==> config.mk <==
export PLATFORM = sky130hd
export DESIGN_NAME = serial_rx_unit
export DESIGN_NICKNAME = d
export VERILOG_FILES = /design/src/rtl/rxu_pkg.sv /design/src/rtl/rx_line_sel.sv /design/src/rtl/rx_frame_fsm.sv /design/src/rtl/rx_char_fifo.sv /design/src/rtl/serial_rx_unit.sv
export SDC_FILE = /design/constraint.sdc
export NUM_CORES = 1
export LEC_CHECK = 0
export ABC_AREA = 1
export BUFFER_PORTS_ARGS = -buffer_cell sky130_fd_sc_hd__buf_4
export CORE_MARGIN = 5
export CORE_UTILIZATION = 60
export CTS_CLUSTER_DIAMETER = 60
export DETAILED_ROUTE_END_ITERATION = 10
export PLACE_DENSITY = 0.79
export SYNTH_ARGS = -nofsm -noshare
export SYNTH_HDL_FRONTEND = slang
export SYNTH_HIERARCHICAL = 1
export SYNTH_SLANG_ARGS = --single-unit
==> constraint.sdc <==
create_clock -name clk -period 2.2 [get_ports clk]
set_input_delay 0 -clock clk [delete_from_list [all_inputs] [get_ports clk]]
set_output_delay 0 -clock clk [all_outputs]
set_load 0.05 [all_outputs]
==> src/rtl/rxu_pkg.sv <==
package rxu_pkg;

    localparam int unsigned DATA_W     = 8;
    localparam int unsigned FIFO_DEPTH = 4;
    localparam int unsigned OSR        = 16;

    typedef enum logic [1:0] {
        PAR_NONE  = 2'b00,
        PAR_EVEN  = 2'b01,
        PAR_ODD   = 2'b10,
        PAR_FIXED = 2'b11
    } par_mode_e;

    typedef enum logic [2:0] {
        ST_HUNT,
        ST_START,
        ST_DATA,
        ST_PAR,
        ST_STOP,
        ST_BRK
    } rx_state_e;

    typedef struct packed {
        logic [DATA_W-1:0] data;
        logic              perr;
        logic              ferr;
    } rx_entry_t;

    // Parity bit a correct transmitter would send for these data bits.
    function automatic logic exp_parity(logic [DATA_W-1:0] d, par_mode_e m, logic fixed_lvl);
        case (m)
            PAR_EVEN:  return ^d;
            PAR_ODD:   return ~^d;
            PAR_FIXED: return fixed_lvl;
            default:   return 1'b0;
        endcase
    endfunction

endpackage

==> src/rtl/rx_line_sel.sv <==
module rx_line_sel #(
    parameter int unsigned SYNC_STAGES = 2
) (
    input  logic clk,
    input  logic rst,
    input  logic loop_sel,
    input  logic line_in,
    input  logic tx_loop_in,
    output logic rx_s
);
    logic raw;
    logic [SYNC_STAGES-1:0] sync_q;

    assign raw = loop_sel ? tx_loop_in : line_in;

    generate
        if (SYNC_STAGES == 1) begin : g_one
            always_ff @(posedge clk) begin
                if (rst) sync_q <= '1;
                else     sync_q <= raw;
            end
        end else begin : g_many
            always_ff @(posedge clk) begin
                if (rst) sync_q <= '1;
                else     sync_q <= {sync_q[SYNC_STAGES-2:0], raw};
            end
        end
    endgenerate

    assign rx_s = sync_q[SYNC_STAGES-1];
endmodule

==> src/rtl/rx_frame_fsm.sv <==
module rx_frame_fsm
    import rxu_pkg::*;
#(
    parameter int unsigned OVERSAMPLE = OSR
) (
    input  logic      clk,
    input  logic      rst,
    input  logic      tick,
    input  logic      rx_s,
    input  logic [1:0] len_code,
    input  par_mode_e pmode,
    input  logic      pfix,
    output logic      done,
    output logic      is_break,
    output rx_entry_t frame,
    output logic      brk_end
);
    localparam int unsigned CW    = $clog2(OVERSAMPLE);
    localparam int unsigned IW    = $clog2(DATA_W);
    localparam logic [CW-1:0] HALF = CW'(OVERSAMPLE/2 - 1);
    localparam logic [CW-1:0] LAST = CW'(OVERSAMPLE - 1);

    rx_state_e         state;
    logic [CW-1:0]     cnt;
    logic [IW-1:0]     bit_idx;
    logic [IW-1:0]     last_idx;
    logic [DATA_W-1:0] shreg;
    logic              par_s;
    logic              brk_now;

    assign last_idx = IW'(len_code) + IW'(4);
    assign brk_now  = !rx_s && (shreg == '0) && (pmode == PAR_NONE || !par_s);

    always_ff @(posedge clk) begin
        if (rst) begin
            state    <= ST_HUNT;
            cnt      <= '0;
            bit_idx  <= '0;
            shreg    <= '0;
            par_s    <= 1'b0;
            done     <= 1'b0;
            is_break <= 1'b0;
            frame    <= '0;
            brk_end  <= 1'b0;
        end else begin
            done    <= 1'b0;
            brk_end <= 1'b0;
            if (tick) begin
                case (state)
                    ST_HUNT: begin
                        if (!rx_s) begin
                            state <= ST_START;
                            cnt   <= '0;
                        end
                    end
                    ST_START: begin
                        if (cnt == HALF) begin
                            cnt <= '0;
                            if (!rx_s) begin
                                state   <= ST_DATA;
                                bit_idx <= '0;
                                shreg   <= '0;
                                par_s   <= 1'b0;
                            end else begin
                                state <= ST_HUNT;
                            end
                        end else begin
                            cnt <= cnt + 1'b1;
                        end
                    end
                    ST_DATA: begin
                        if (cnt == LAST) begin
                            cnt            <= '0;
                            shreg[bit_idx] <= rx_s;
                            if (bit_idx == last_idx)
                                state <= (pmode == PAR_NONE) ? ST_STOP : ST_PAR;
                            else
                                bit_idx <= bit_idx + 1'b1;
                        end else begin
                            cnt <= cnt + 1'b1;
                        end
                    end
                    ST_PAR: begin
                        if (cnt == LAST) begin
                            cnt   <= '0;
                            par_s <= rx_s;
                            state <= ST_STOP;
                        end else begin
                            cnt <= cnt + 1'b1;
                        end
                    end
                    ST_STOP: begin
                        if (cnt == LAST) begin
                            cnt        <= '0;
                            done       <= 1'b1;
                            is_break   <= brk_now;
                            frame.data <= shreg;
                            frame.perr <= (pmode != PAR_NONE) &&
                                          (par_s != exp_parity(shreg, pmode, pfix));
                            frame.ferr <= !rx_s;
                            state      <= brk_now ? ST_BRK : ST_HUNT;
                        end else begin
                            cnt <= cnt + 1'b1;
                        end
                    end
                    ST_BRK: begin
                        if (rx_s) begin
                            brk_end <= 1'b1;
                            state   <= ST_HUNT;
                        end
                    end
                    default: state <= ST_HUNT;
                endcase
            end
        end
    end
endmodule

==> src/rtl/rx_char_fifo.sv <==
module rx_char_fifo
    import rxu_pkg::*;
#(
    parameter int unsigned DEPTH = FIFO_DEPTH,
    localparam int unsigned PTR_W = $clog2(DEPTH),
    localparam int unsigned CNT_W = $clog2(DEPTH + 1)
) (
    input  logic             clk,
    input  logic             rst,
    input  logic             push,
    input  rx_entry_t        push_entry,
    input  logic             pop,
    output rx_entry_t        head,
    output logic [CNT_W-1:0] fill,
    output logic             drop
);
    logic [PTR_W-1:0] wr_ptr, rd_ptr;
    logic             do_push, do_pop;
    rx_entry_t        slots [DEPTH];

    assign do_push = push && (fill != CNT_W'(DEPTH));
    assign do_pop  = pop && (fill != '0);
    assign drop    = push && (fill == CNT_W'(DEPTH));

    generate
        for (genvar g = 0; g < DEPTH; g++) begin : g_slot
            rx_entry_t slot_q;
            always_ff @(posedge clk) begin
                if (rst)
                    slot_q <= '0;
                else if (do_push && wr_ptr == PTR_W'(g))
                    slot_q <= push_entry;
            end
            assign slots[g] = slot_q;
        end
    endgenerate

    always_ff @(posedge clk) begin
        if (rst) begin
            wr_ptr <= '0;
            rd_ptr <= '0;
            fill   <= '0;
        end else begin
            if (do_push) wr_ptr <= wr_ptr + 1'b1;
            if (do_pop)  rd_ptr <= rd_ptr + 1'b1;
            case ({do_push, do_pop})
                2'b10:   fill <= fill + 1'b1;
                2'b01:   fill <= fill - 1'b1;
                default: fill <= fill;
            endcase
        end
    end

    assign head = slots[rd_ptr];
endmodule

==> src/rtl/serial_rx_unit.sv <==
module serial_rx_unit
    import rxu_pkg::*;
#(
    parameter int unsigned DEPTH       = FIFO_DEPTH,
    parameter int unsigned OVERSAMPLE  = OSR,
    parameter int unsigned SYNC_STAGES = 2,
    localparam int unsigned CNT_W      = $clog2(DEPTH + 1)
) (
    input  logic              clk,
    input  logic              rst,
    input  logic              tick16,
    input  logic              loop_sel,
    input  logic              line_in,
    input  logic              tx_loop_in,
    input  logic [1:0]        len_code,
    input  logic [1:0]        par_mode,
    input  logic              par_fixed,
    input  logic              pop,
    input  logic              clr_flags,
    output logic [DATA_W-1:0] rd_data,
    output logic              rd_perr,
    output logic              rd_ferr,
    output logic              rx_ready,
    output logic              fifo_full,
    output logic              overrun,
    output logic              brk_begin,
    output logic              brk_done
);
    logic             rx_s;
    logic             f_done, f_brk, f_brk_end, q_drop;
    rx_entry_t        f_entry, q_head;
    logic [CNT_W-1:0] fill;

    rx_line_sel #(.SYNC_STAGES(SYNC_STAGES)) u_sel (
        .clk        (clk),
        .rst        (rst),
        .loop_sel   (loop_sel),
        .line_in    (line_in),
        .tx_loop_in (tx_loop_in),
        .rx_s       (rx_s)
    );

    rx_frame_fsm #(.OVERSAMPLE(OVERSAMPLE)) u_fsm (
        .clk      (clk),
        .rst      (rst),
        .tick     (tick16),
        .rx_s     (rx_s),
        .len_code (len_code),
        .pmode    (par_mode_e'(par_mode)),
        .pfix     (par_fixed),
        .done     (f_done),
        .is_break (f_brk),
        .frame    (f_entry),
        .brk_end  (f_brk_end)
    );

    rx_char_fifo #(.DEPTH(DEPTH)) u_fifo (
        .clk        (clk),
        .rst        (rst),
        .push       (f_done && !f_brk),
        .push_entry (f_entry),
        .pop        (pop),
        .head       (q_head),
        .fill       (fill),
        .drop       (q_drop)
    );

    // Sticky flags: a new event wins over a clear in the same cycle.
    always_ff @(posedge clk) begin
        if (rst) begin
            overrun   <= 1'b0;
            brk_begin <= 1'b0;
            brk_done  <= 1'b0;
        end else begin
            overrun   <= q_drop              | (overrun   & ~clr_flags);
            brk_begin <= (f_done & f_brk)    | (brk_begin & ~clr_flags);
            brk_done  <= f_brk_end           | (brk_done  & ~clr_flags);
        end
    end

    assign rd_data   = q_head.data;
    assign rd_perr   = q_head.perr;
    assign rd_ferr   = q_head.ferr;
    assign rx_ready  = (fill != '0);
    assign fifo_full = (fill == CNT_W'(DEPTH));
endmodule

==> results of run 1 <==
==> per-stage QoR <==
stage | cells | setup slack (ns)
2_1_floorplan | 723 | 0.459
3_3_place_gp | 824 | 0.512
3_5_place_dp | 824 | 0.402
4_1_cts | 846 | 0.394
5_1_grt | 846 | 0.141
6_report | 846 | 0.359
==> cell type report <==
| cell class | count | area share [%] |
|---|---|---|
| multi-input combinational | 458 | 44.3 |
| clock inverter | 4 | 1.41 |
| clock buffer | 12 | 2.81 |
| tap | 102 | 2.47 |
| timing repair buffer | 37 | 5.67 |
| inverter | 149 | 10.8 |
| sequential | 84 | 32.6 |
==> worst paths after layout <==
path / slack [ns] / depth (start not counted) / endpoint
max: 0.36 / 11 / u_fifo/fill[2]
min: 0.03 / 2 / u_fsm/state[2]
max reg2reg: 0.36 / 11 / u_fifo/fill[2]
min reg2reg: 0.41 / 1 / u_sel/sync_q[1]
==> worst register-to-register path, delay by kind of cell, from the launching register on <==
family	cells	cell delay [ns]
and+or+nand+nor	7	0.63
adders and majority gates	2	0.56
DFF	1	0.42
buffers and inverters	2	0.15
==> report_power, final <==
group / switching (mW) / internal [mW] / leakage (nW)
clock: 0.545 / 0.670 / 0.107
sequential: 0.0613 / 1.57 / 0.678
combinational: 0.459 / 0.229 / 1.52
total: 1.07 / 2.46 / 2.30
==> state kept, by name, summed over array words and instances, names as in the netlist <==
| signal | flops |
|---|---|
| brk_begin | 1 |
| u_fsm/shreg | 8 |
| u_fsm/cnt | 4 |
| u_fsm/done | 1 |
| overrun | 1 |
| u_fifo/fill | 3 |
| u_fifo/wr_ptr | 2 |
| u_fsm/state | 3 |
| brk_done | 1 |
| u_fifo/g_slot.slot_q | 40 |
| u_fsm/par_s | 1 |
| u_sel/sync_q | 2 |
| u_fsm/brk_end | 1 |
| u_fsm/bit_idx | 3 |
| u_fsm/is_break | 1 |
| u_fifo/rd_ptr | 2 |
| u_fsm/frame | 10 |
==> per-layer routing <==
layer | wire [um] | track usage [%] | vias to the layer above | part of all wire, %
met2 | 5060 | 38.2 | 153 | 47
li1 | - | - | 2295 | -
met4 | 212 | 10.4 | 0 | 2.0
met1 | 4730 | 28.2 | 1977 | 44
met5 | 0 | 0 | - | 0
met3 | 687 | 3.47 | 21 | 6.4
==> cells in the mapped netlist, drive strengths merged (2+ instances only) <==
library cell,number
buf,21
o211ai,2
clkbuf,11
o22ai,10
inv,149
nand2,159
or2,7
a21oi,36
nor3,10
ha,11
nand3,34
o21ai,45
nor2,94
nand3b,2
dfxtp,84
nand4,43
==> cells by family (layout without fill, tap and decap cells) <==
group,count (synthesis),in the layout,share of synthesized area (%)
and+or+nand+nor,350,350,34.2
buffers and inverters,181,202,15.7
AOI/OAI and AO/OA,94,94,10.6
DFF,84,84,35.8
adders and majority gates,12,12,3.36
xor gates and xnor gates,2,2,0.373
==> what timing repair did <==
item,in CTS,in global routing
hold buffers,6,0
setup endpoints to repair,0,0
endpoints found under the hold margin,7,0
==> layout by cell type, fill, tap and decap left out, types with 2 or more instances in the layout <==
master,n
nand3_2,3
nand4_1,43
nand2_1,156
nor2_4,2
inv_1,122
o22ai_1,10
nand2_2,3
buf_4,31
clkbuf_8,10
inv_2,27
bufinv_16,2
nor3_1,8
clkbuf_1,2
dlygate4sd3_1,6
nand3_1,27
nor2_2,2
o21ai_0,25
ha_1,11
dfxtp_1,84
nand3_4,4
o21ai_1,19
o211ai_1,2
or2_2,6
nor2_1,90
nand3b_1,2
a21oi_1,35
==> results.txt, run 1 <==
The average vias per placed instance is 5.26. The data arrival time of the critical path came out at 2.08 ns. The number of antenna violations at the first check in global routing came out at 0. The count of endpoints failing hold in the final timing report is 0. Setup violations remaining at the end of the flow were counted as 0. After legalization and detailed placement, the total HPWL measured 7.31 mm.

The number of synthesized flops with an enable pin came out at 0. The height of the die is 98.5 um. The peak fanout along the critical path came out at 5. The delay of the slowest cell on the worst path is 0.42 ns. The synthesized flop and latch total is 84.

The final critical delay including setup and external delays is 1.84 ns. The fraction of layout cells with a size suffix above 1 is 12.9%. The cell with the biggest individual delay on the critical path is dfxtp_1. The run finished with clean final reports. The number of H-tree branching levels is 3.

The worst setup path is captured at a register. The total overflow reported by the global router is 0. The worst IR drop on VDD is 0.000462 V.

The finished cells cover 0.00516 mm^2. The area of the die is 0.00970 mm^2. The combined buffer and inverter count along the critical path is 2. The critical path launch point type is a register. TritonCTS built the clock tree. The first-iteration detailed-routing DRC count came out at 331.

The total clock sinks is 84. The total I/O pin count is 28. The iteration count of the initial detailed-routing pass is 5. The design draws 3.53 mW.

The sequential standard cell area is 0.00168 mm^2. The antenna diode count came out at 0. Setup repair after global routing left no endpoint under its margin. Dividing the final minimum period by the clock period gives 83.7%. The pin count of the biggest net entering global routing is 48. For this run, the top clock speed supported by timing is 543 MHz. The critical path in this run is classified as reg -> reg. The final max-slew violation count came to 0. The clock passes through at most 2 buffers.

At the worst endpoint, the required time is 2.44 ns. The residual DRC count came out at 0. The floorplan die width came out at 98.5 um.

The analysis attributes to cell leakage a power of 2.30 nW. The measured slew at the worst slew-check pin is 0.724 ns. The number of distinct standard cells referenced by the synthesized netlist is 36. The critical path startpoint is u_fifo/fill[1]. The biggest area consumer among synthesized cells is dfxtp_1. The first global-routing pass estimated 18.2 mm of wire. The post-detailed-route wirelength per cell came out at 12.6 um. In this run the power density over the cells is 683 mW/mm^2. The number of post-CTS setup repair buffers is 0. The worst slew margin relative to its limit is 51.7%. After synthesis, the share of flip-flops with an asynchronous set or reset is 0%. The clock tree root driver cell is clkbuf_8. The most frequent cell on the critical path is nand2_1. Setup total negative slack on the finished layout was measured at 0 ns. The aggregate routed wire length is 10.7 mm.

The number of nets at the end of the flow is 764. For this configuration, the core starts out at a cell density of 61.1%. The remaining number of nets flagged by the antenna check after routing is 0. The worst hold slack after final layout is 0.0330 ns. The floorplan has 32 rows. The clock latency reported for the late side of the worst-skew pair came out at 0.36 ns. The clock edge transition at the registers on the reported setup and hold paths came out at 0.08 ns. The synthesized area per cell is 6.50 um^2. The number of buffers created by CTS is 9. The startpoint of the worst-slack reg-to-reg timing path is u_fifo/fill[1]. The number of global-route vias before repair was 4097.

The min-delay analysis places its worst path in the category in -> reg. The sequential share of the synthesized area is 35.8%. The startpoint of the lowest-slack hold path is rst. Ranked by total cell area, the synthesized netlist is headed by dfxtp_1, nand2_1, inv_1. For this run, the leading register cell type out of synthesis is dfxtp_1. The quantity of I/O buffers inserted on ports came out at 27.

The number of instances resized during post-cts repair came out at 0. The area of combinational cells with multiple inputs came out at 0.00229 mm^2. The post-synthesis instance area came out at 0.00470 mm^2.

The cell family with the largest share of critical-path delay is simple AND/OR/NAND/NOR gates. Across every metal layer, demand over resource in global routing totals 22.5%. The number of nets produced by synthesis is 748. The area added between synthesis and finish came out at 9.96%. The area share of the leading cell type in the synthesized netlist came out at 35.8%.

The yosys synthesis warning count came out at 6. The synthesized instance count is 723. The signal on the critical path passes through nor2_2 -> nand2_1 -> nand2_1 -> inv_1 -> ha_1 -> inv_1 -> fa_1 -> nand2_1 -> nand3_1 -> nor2_1 -> nor2_1. Across the run, the number of max-cap violations was 0. The placer's final routability congestion estimate is 0.859. Once layout is complete, the utilization of the core stands at 67.2%. The floorplan step defined a core boundary enclosing 0.00769 mm^2. The standard cell area after detailed placement is 0.00489 mm^2. Across the routed clock network, the largest skew measured is 0.00925 ns.

Counting the fill cells in the layout gives 684. The overall via count from detail_route came out at 4446.
Power figures use the tool's default switching activity.
==> run 2: changes to the inputs <==
CORE_UTILIZATION = 55   (was 60)
PLACE_DENSITY = 0.76   (was 0.79)
clock period = 1.65 ns   (was 2.2 ns; I/O delays follow)
==> run 2 against run 1 <==
Utilization up 0.28 points. Cell area up 7.9%. Largest power group unchanged. Critical path depth down 3. Critical path type unchanged. Via count up 3.0%.
==> results.txt, run 2 (synthesis gave the netlist of run 1 again) <==
The total clock sinks came out at 84. The number of flip-flops in the largest register is 40. The clock latency reported for the late side of the worst-skew pair came out at 0.36 ns. The initial standard-cell utilization of the core is 56.9%.

The quantity of I/O buffers inserted on ports is 27. The top register by number of flip-flops is u_fifo/g_slot.slot_q. The number of nets at the end of the flow is 789. The aggregate routed wire length came out at 11.3 mm. The worst slew margin relative to its limit is 68.2%. After detailed routing, the average wire length per cell comes to 12.9 um. The area of the die came out at 0.0105 mm^2. Of the total power, the clock network draws 35.5%. The cell with the biggest individual delay on the critical path is dfxtp_2. The fraction of layout cells with a size suffix above 1 is 20.5%. The remaining number of nets flagged by the antenna check after routing is 0. In this run the register-to-register setup slack is 0.03 ns. The clock tree root driver cell is clkbuf_8. The leading cell type in the layout, fill and taps excluded is nand2_1. The first global-routing pass estimated 18.9 mm of wire.

The total overflow reported by the global router came out at 0. The number of buffers created by CTS is 9. The critical path class is reg -> reg.

Setup repair after global routing could not meet its margin everywhere. The area growth from synthesis to layout is 18.6%. The accumulated negative setup slack came out at 0 ns. The power density over the cells came out at 913 mW/mm^2. Leaving out fill and tap cells, the most frequent cells in the layout are nand2_1, inv_1, nor2_1. The number of placed instances, taps included, is 846. The core region is 0.00826 mm^2. Per report_power, the combinational group accounts for 21.9% of the total. In this run the power spent charging and discharging nets is 1.53 mW. The worst IR drop on VDD is 0.000635 V. The total of endpoints with negative setup slack in the final report came out at 0. The CTS tree is built. Along the worst path, the maximum fanout reaches 8. The placer's final routability congestion estimate is 0.932. The delay of the slowest cell on the worst path is 0.37 ns. The combined global-route utilization of all metal layers came out at 22.2%. The repair_antennas step left the layout with diodes totalling 0. The required time reported for the critical path endpoint came out at 1.88 ns. The setup skew after layout came out at 0.0126 ns. The fraction of the cycle the final worst path needs is 97.9%. STA classifies the critical path startpoint as a register. The height of the die came out at 102 um.

The count of placed standard cells in the final layout, fillers left out came out at 874. The final critical delay including setup and external delays is 1.62 ns. The floorplan die width came out at 102 um.

The combined buffer and inverter count along the critical path came out at 0. The measured slew at the worst slew-check pin came out at 0.476 ns. The routed layout has 4578 vias. The total internal power came out at 3.55 mW. Among the stages of the critical path, the cell type that occurs most often is nand2_1. The count of endpoints failing hold in the final timing report came out at 0. After clock tree synthesis, the clock-pin slew on the worst setup and hold paths is 0.08 ns.

The path class of the tightest hold or removal check is in -> reg. The proportion of total power due to net switching came out at 30.2%. The number of antenna violations at the first check in global routing is 0. The total of fill cells in the finished design came out at 714. The pre-CTS setup slack came out at -0.0171 ns.

Traced cell by cell, the critical path runs through ha_4 -> nand3_2 -> a21oi_2 -> nand2_2 -> nor3_4 -> nand2_1 -> nand2_1 -> a21oi_1. Counting along the longest clock path gives a buffer depth of 2. The run finished with clean final reports. The worst-case setup margin in the final layout is 0.0345 ns.

The final design utilization came out at 67.5%. Row generation in the floorplan step produced 33 rows. In this design, the largest share of critical-path delay is due to simple AND/OR/NAND/NOR gates. The iteration count of the initial detailed-routing pass came out at 5.

The highest clock frequency the design can meet came out at 619 MHz. The number of global-route vias before repair is 4358. The data arrival time of the critical path came out at 1.85 ns. The first-iteration detailed-routing DRC count came out at 232. In this run the count of I/O pins placed on the die edge is 28.

The part of the power in registers is 42.6%. Across the run, the number of max-cap violations was 0. The largest registers in the layout are u_fifo/g_slot.slot_q: 40 flops, u_fsm/frame: 10 flops, u_fsm/shreg: 8 flops. The HPWL after detailed placement is 7.47 mm. The average vias per placed instance came out at 5.24.

The residual DRC count came out at 0. The H-tree was split into 3 levels. The type of element capturing the critical path is a register. The final max-slew violation count is 0. The pin count of the biggest net entering global routing came out at 48. For this design the static power due to leakage is 2.47 nW.
-- run 2: timing repair --
action                                 CTS  global route
setup buffers                            3             4
gates resized for setup                  6            36
endpoints found under the hold margin    6             0
hold buffers                             6             0
setup endpoints to repair               12            65
pin swaps                                4            23
-- run 2: worst paths after layout --
kind                        start              end  cells past startpoint
hold reg to reg   u_sel/sync_q[0]  u_sel/sync_q[1]                      1
setup reg to reg     u_fsm/cnt[1]   u_fsm/shreg[0]                      8
hold / removal                rst   u_fsm/state[0]                      2
setup / recovery     u_fsm/cnt[1]   u_fsm/shreg[0]                      8
-- run 2: area by class of cell --
cell class | instances | area [um^2] | share of cell area (%)
sequential | 84 | 1700 | 30.5
clock buffer | 10 | 138 | 2.47
clock inverter | 6 | 111 | 2.00
tap | 105 | 131 | 2.36
timing repair buffer | 62 | 507 | 9.09
multi-input combinational | 458 | 2420 | 43.5
inverter | 149 | 567 | 10.2
-- run 2: power groups by stage --
stage	logic [mW]	registers [mW]	clock network, mW
CTS	1.03	2.14	1.83
global route	1.25	2.18	1.91
detailed placement	0.998	2.19	0
global placement	0.960	2.19	0
finish	1.12	2.17	1.80
floorplan	0.777	2.18	0
-- run 2: layer usage --
metal	share of wire (%)	track usage, %	vias up
met5	0	0	-
met4	2.7	9.49	0
met3	6.2	3.14	31
met2	48	36.9	157
met1	43	28.8	2044
li1	-	-	2346
-- run 2: worst reg2reg max path: stages (launching register included) --
cell and delay (ns):
dfxtp_2 0.37, ha_4 0.16, nand3_2 0.08, a21oi_2 0.20
nand2_2 0.13, nor3_4 0.33, nand2_1 0.11, nand2_1 0.07
a21oi_1 0.05
-- run 2: stage by stage --
stage | hold WS, ns | power (mW) | instance area (um^2)
3_5_place_dp | 0.207 | 3.19 | 5080
3_3_place_gp | 0.205 | 3.15 | 5080
2_1_floorplan | 0.0691 | 2.96 | 4720
6_report | 0.0238 | 5.09 | 5570
4_1_cts | 0.0103 | 5.01 | 5420
5_1_grt | 0.0342 | 5.34 | 5570
